<file path="src/rtl/irqr_pkg.sv">
package irqr_pkg;
  localparam int IRQ_BASE_DEF  = 32;
  localparam int MULTI_SLOT    = 5;
  localparam int SHARED_SLOT_A = 6;
  localparam int SHARED_SLOT_B = 7;
  localparam int ADDIN_FIRST   = 8;
  localparam int ADDIN_LAST    = 12;
  localparam int SHARED_OFS_A  = 4;
  localparam int SHARED_OFS_B  = 5;
  localparam int ADDIN_OFS     = 6;

  // Strobes from control to the line datapath
  typedef struct packed {
    logic pulse;
    logic level;
    logic levelVal;
  } irqCmd_t;
endpackage

</file>
<file path="src/rtl/irqr_map.sv">
module irqr_map
  import irqr_pkg::*;
#(
  parameter int SLOT_W   = 5,
  parameter int PIN_W    = 2,
  parameter int NUM_W    = 8,
  parameter int BASE_NUM = IRQ_BASE_DEF
) (
  input  logic [SLOT_W-1:0] slotNum,
  input  logic [PIN_W-1:0]  pinIdx,
  output logic [NUM_W-1:0]  irqNum
);
  localparam int ADDIN_CNT = ADDIN_LAST - ADDIN_FIRST + 1;

  logic [ADDIN_CNT-1:0] addinHit;
  logic [NUM_W-1:0]     addinNum [ADDIN_CNT];
  logic [NUM_W-1:0]     pinExt;

  // The pin field is PIN_W bits wide, so the modulo-4 wrap on the multifunction slot is implicit
  assign pinExt = NUM_W'(pinIdx);

  for (genvar g = 0; g < ADDIN_CNT; g++) begin : g_addin
    assign addinHit[g] = (slotNum == SLOT_W'(ADDIN_FIRST + g));
    assign addinNum[g] = NUM_W'(BASE_NUM + ADDIN_OFS + g) + pinExt;
  end

  always_comb begin
    irqNum = pinExt;
    if (slotNum == SLOT_W'(MULTI_SLOT))
      irqNum = NUM_W'(BASE_NUM) + pinExt;
    else if (slotNum == SLOT_W'(SHARED_SLOT_A))
      irqNum = NUM_W'(BASE_NUM + SHARED_OFS_A);
    else if (slotNum == SLOT_W'(SHARED_SLOT_B))
      irqNum = NUM_W'(BASE_NUM + SHARED_OFS_B);
    else begin
      for (int i = 0; i < ADDIN_CNT; i++)
        if (addinHit[i]) irqNum = addinNum[i];
    end
  end
endmodule

</file>
<file path="src/rtl/irqr_ctrl.sv">
module irqr_ctrl
  import irqr_pkg::*;
#(
  parameter int NUM_W    = 8,
  parameter int CFG_W    = 32,
  parameter int BASE_NUM = IRQ_BASE_DEF
) (
  input  logic [NUM_W-1:0] irqNum,
  input  logic             evtStrobe,
  input  logic [CFG_W-1:0] edgeCfg,
  input  logic [CFG_W-1:0] polCfg,
  output irqCmd_t          cmd
);
  localparam int IDX_W = $clog2(CFG_W);

  logic [NUM_W-1:0] offset;
  logic             inRange;
  logic [IDX_W-1:0] idx;

  assign offset  = irqNum - NUM_W'(BASE_NUM);
  assign inRange = (irqNum >= NUM_W'(BASE_NUM)) && (offset < NUM_W'(CFG_W));
  assign idx     = offset[IDX_W-1:0];

  always_comb begin
    cmd          = '0;
    cmd.levelVal = polCfg[idx];
    if (evtStrobe && inRange) begin
      cmd.pulse = edgeCfg[idx];
      cmd.level = ~edgeCfg[idx];
    end
  end
endmodule

</file>
<file path="src/rtl/irqr_line.sv">
module irqr_line
  import irqr_pkg::*;
(
  input  logic    clk,
  input  logic    rst_n,
  input  irqCmd_t cmd,
  output logic    irqLine
);
  logic lineQ;
  logic pulseQ;

  always_ff @(posedge clk or negedge rst_n) begin
    if (!rst_n) begin
      lineQ  <= 1'b0;
      pulseQ <= 1'b0;
    end else if (cmd.pulse) begin
      lineQ  <= 1'b1;
      pulseQ <= 1'b1;
    end else if (cmd.level) begin
      lineQ  <= cmd.levelVal;
      pulseQ <= 1'b0;
    end else if (pulseQ) begin
      lineQ  <= 1'b0;
      pulseQ <= 1'b0;
    end
  end

  assign irqLine = lineQ;
endmodule

</file>
<file path="src/rtl/irq_slot_router.sv">
module irq_slot_router
  import irqr_pkg::*;
#(
  parameter int SLOT_W   = 5,
  parameter int PIN_W    = 2,
  parameter int NUM_W    = 8,
  parameter int CFG_W    = 32,
  parameter int BASE_NUM = IRQ_BASE_DEF
) (
  input  logic              clk,
  input  logic              rst_n,
  input  logic [SLOT_W-1:0] slotNum,
  input  logic [PIN_W-1:0]  pinIdx,
  input  logic              evtStrobe,
  input  logic [CFG_W-1:0]  edgeCfg,
  input  logic [CFG_W-1:0]  polCfg,
  output logic [NUM_W-1:0]  irqNum,
  output logic              irqLine
);
  irqCmd_t cmd;

  irqr_map #(.SLOT_W(SLOT_W), .PIN_W(PIN_W), .NUM_W(NUM_W), .BASE_NUM(BASE_NUM)) u_map (
    .slotNum(slotNum), .pinIdx(pinIdx), .irqNum(irqNum));

  irqr_ctrl #(.NUM_W(NUM_W), .CFG_W(CFG_W), .BASE_NUM(BASE_NUM)) u_ctrl (
    .irqNum(irqNum), .evtStrobe(evtStrobe), .edgeCfg(edgeCfg), .polCfg(polCfg), .cmd(cmd));

  irqr_line u_line (.clk(clk), .rst_n(rst_n), .cmd(cmd), .irqLine(irqLine));
endmodule

</file>
<file path="config.mk">
export PLATFORM = sky130hd
export DESIGN_NAME = irq_slot_router
export DESIGN_NICKNAME = d
export VERILOG_FILES = /design/src/rtl/irqr_pkg.sv /design/src/rtl/irqr_map.sv /design/src/rtl/irqr_ctrl.sv /design/src/rtl/irqr_line.sv /design/src/rtl/irq_slot_router.sv
export SDC_FILE = /design/constraint.sdc
export NUM_CORES = 1
export LEC_CHECK = 0
export ABC_AREA = 1
export BUFFER_PORTS_ARGS = -buffer_cell sky130_fd_sc_hd__buf_4
export CELL_PAD_IN_SITES_DETAIL_PLACEMENT = 1
export CELL_PAD_IN_SITES_GLOBAL_PLACEMENT = 2
export CORE_MARGIN = 2
export CORE_UTILIZATION = 16
export DETAILED_ROUTE_END_ITERATION = 7
export HOLD_SLACK_MARGIN = 0.08
export PLACE_DENSITY = 0.83
export SLEW_MARGIN = 20
export SYNTH_ARGS = -nofsm -noshare
export SYNTH_HDL_FRONTEND = slang
export SYNTH_SLANG_ARGS = --single-unit
</file>
<file path="constraint.sdc">
create_clock -name clk -period 3.2 [get_ports clk]
set_clock_uncertainty 0.15 [all_clocks]
set_input_delay 0.16 -clock clk [delete_from_list [all_inputs] [get_ports clk]]
set_output_delay 0.16 -clock clk [all_outputs]
set_load 0.05 [all_outputs]
</file>
==> results.toml <==
[power_and_ir_drop]
swShare_pct = 43.8
clkPwrFrac_pct = 28.5
total_power_uw = 347
leakage_uw = 0.000793
p_int_uw = 195
seq_power_share_pct = 9.5
power_density_nw_per_um2 = 254
power_frac_comb_pct = 62.0
peakVddDrop_v = 0.000100
switching_power_uw = 152

[worst_setup_path]
reg2reg_slack_ns = 2.41
crit_fanout = 9
end_kind = "primary output"
crit_required_ns = 2.89
start_kind = "input pin"
critPathKind = "in2out"
cp.arrival_ns = 1.89

[routing]
wl_per_cell_um = 9.67
num_vias = 1198
routed_wl_um = 2860
drtPass1Iterations = 4
drtIter0Drc = 26
route.detailed.drc = 0
vias_per_cell = 4.05
ant_nets = 0

[logic_synthesis]
yosys.area.top_type = "nand2_1"
yosysWarningCount = 0
avgSynthCellArea_um2 = 5.16
synthCells = 177
synth_ff_type = "dfrtp_1"
synthTopCellsByCount = "nand2_1 (54), inv_1 (30), nand3_1 (27)"
ys_ff_latch = 2
synth_edf_count = 0
synth-seq-area-share_pct = 5.48
synth_top_area_share_pct = 22.2
synth_area_um2 = 913
synthArstFlopShare_pct = 100
ys_types = 23
synth_area_leaders = "nand2_1 (22%), nand3_1 (15%), inv_1 (12%)"
synth.most_common_cell = "nand2_1"

[timing]
rsz0062_at_grt = "no"
slew_violations = 0
period_share_pct = 68.7
setup_viol = 0
period_needed_ns = 2.20
tns_ns = 0
max_freq_ghz = 0.455
finalHoldViolCount = 0
final.setup.worst_slack_ns = 1.00

[cts]
cts.sinks = 2
clk-insertion-delay-late_ns = 0.21
cts-resized-gates = 0
holdBufCountCts = 1
htreeDepth = 1
root_buffer = "clkbuf_8"
post_cts_buffers = 0
cts_buffer_depth = 2
cts_tree = "yes"
numCtsBuffers = 3
clk_pin_slew_worst_paths_ns = 0.03

[grt]
grt_antenna_before_repair = 0
grt_usage_pct = 9.27
grt_pass1_vias = 1134
grt_max_degree = 22
grt_pass1_wl_um = 4950
overflow = 0

[placement]
dp_cells = 292
place_congestion = 0.767
io_buffer_count = 47
dpl.hpwl_um = 2440
placed_cell_area_um2 = 1320
place_ws_ns = 0.830

[finish]
drive_above_1_share_pct = 30.4
regArea_um2 = 50.0
fillers = 732
insertedDiodeCount = 0
fin_cells = 296
stdcell_area_um2 = 1370
nets = 304
area_growth_pct = 49.6
multi_input_area_um2 = 691

[floorplanning]
die_w_um = 79.6
die_h_um = 79.6
dieArea_um2 = 6330
core_area_um2 = 5510
io_pins = 83
num_rows = 27
initial_core_util_pct = 16.6

[flow_run]
cap_violations = 0

[outcome]
status = "finished clean"

[hold_path]
hold_path.class = "in2async"
metal layers:
layer	vias to the layer above	wire (µm)	track usage (%)
met4	0	0	1.03
met2	32	1330	15.9
met1	529	1290	12.7
met3	0	235	1.24
li1	637	-	-
met5	-	0	0
worst paths after layout:
kind	startpoint	to	cells after the start
min in group clk	evtStrobe	u_line.irqLine	5
hold / removal	rst_n	u_line.pulseQ	2
max in group asynchronous	rst_n	u_line.irqLine	2
setup reg to reg	u_line.pulseQ	u_line.irqLine	3
setup / recovery	slotNum[4]	irqNum[1]	13
hold reg to reg	u_line.irqLine	u_line.irqLine	2
cell type report:
type / instances / area share [%]
Clock buffer: 3 / 3.02
Inverter: 35 / 9.62
Multi-Input combinational cell: 136 / 50.5
Sequential cell: 2 / 3.66
Tap cell: 72 / 6.59
Timing Repair Buffer: 48 / 26.6
through the flow:
step / hold WS (ns) / utilization, %
final: 0.127 / 24.8
after CTS: 0.134 / 24.8
after global routing: 0.142 / 24.8
after floorplan: -0.286 / -
after detailed placement: -0.206 / 23.9
after global placement: -0.207 / 23.9
power by group through the flow:
stage | Combinational [µW] | Sequential [µW] | Clock, µW
global placement | 216 | 33.3 | 0
CTS | 219 | 33.2 | 101
global route | 241 | 33.3 | 106
finish | 215 | 33.1 | 98.8
detailed placement | 218 | 33.5 | 0
floorplan | 128 | 49.2 | 0
worst max-delay path, cell delays in order:
cell and delay, ns:
buf_4 0.12, nor2_4 0.16, nand2_1 0.13, nor3_1 0.23
ha_1 0.28, inv_1 0.05, nand2_1 0.05, nand3_1 0.07
nand3_1 0.07, nand2_1 0.08, nand2_2 0.14, nand2_4 0.15
buf_4 0.21
cells by family after synthesis:
group | Yosys count | share of synthesized area [%]
compound gates | 14 | 8.90
fa+ha+maj | 4 | 5.48
buf+inv | 41 | 19.7
flops | 2 | 5.48
other cells | 1 | 0.411
simple gates | 115 | 60.0
flip-flops by register name, summed over array words and instances (netlist names):
name	cells
u_line.irqLine	1
u_line.pulseQ	1
placed cells by master (no fill, tap or decap):
master         count
a21oi_1            3
a21oi_4            1
buf_4             47
clkbuf_8           3
conb_1             3
dfrtp_1            2
dlygate4sd3_1      1
ha_1               4
inv_1             30
inv_2              5
nand2_1           54
nand2_2            5
nand2_4            3
nand3_1           27
nand3_2            1
nand3b_1           4
nand4_1            2
nor2_1            12
nor2_2             2
nor2_4             1
nor3_1             1
o21ai_0            6
o21ai_1            4
or2_1              3
Power figures use the tool's default switching activity.
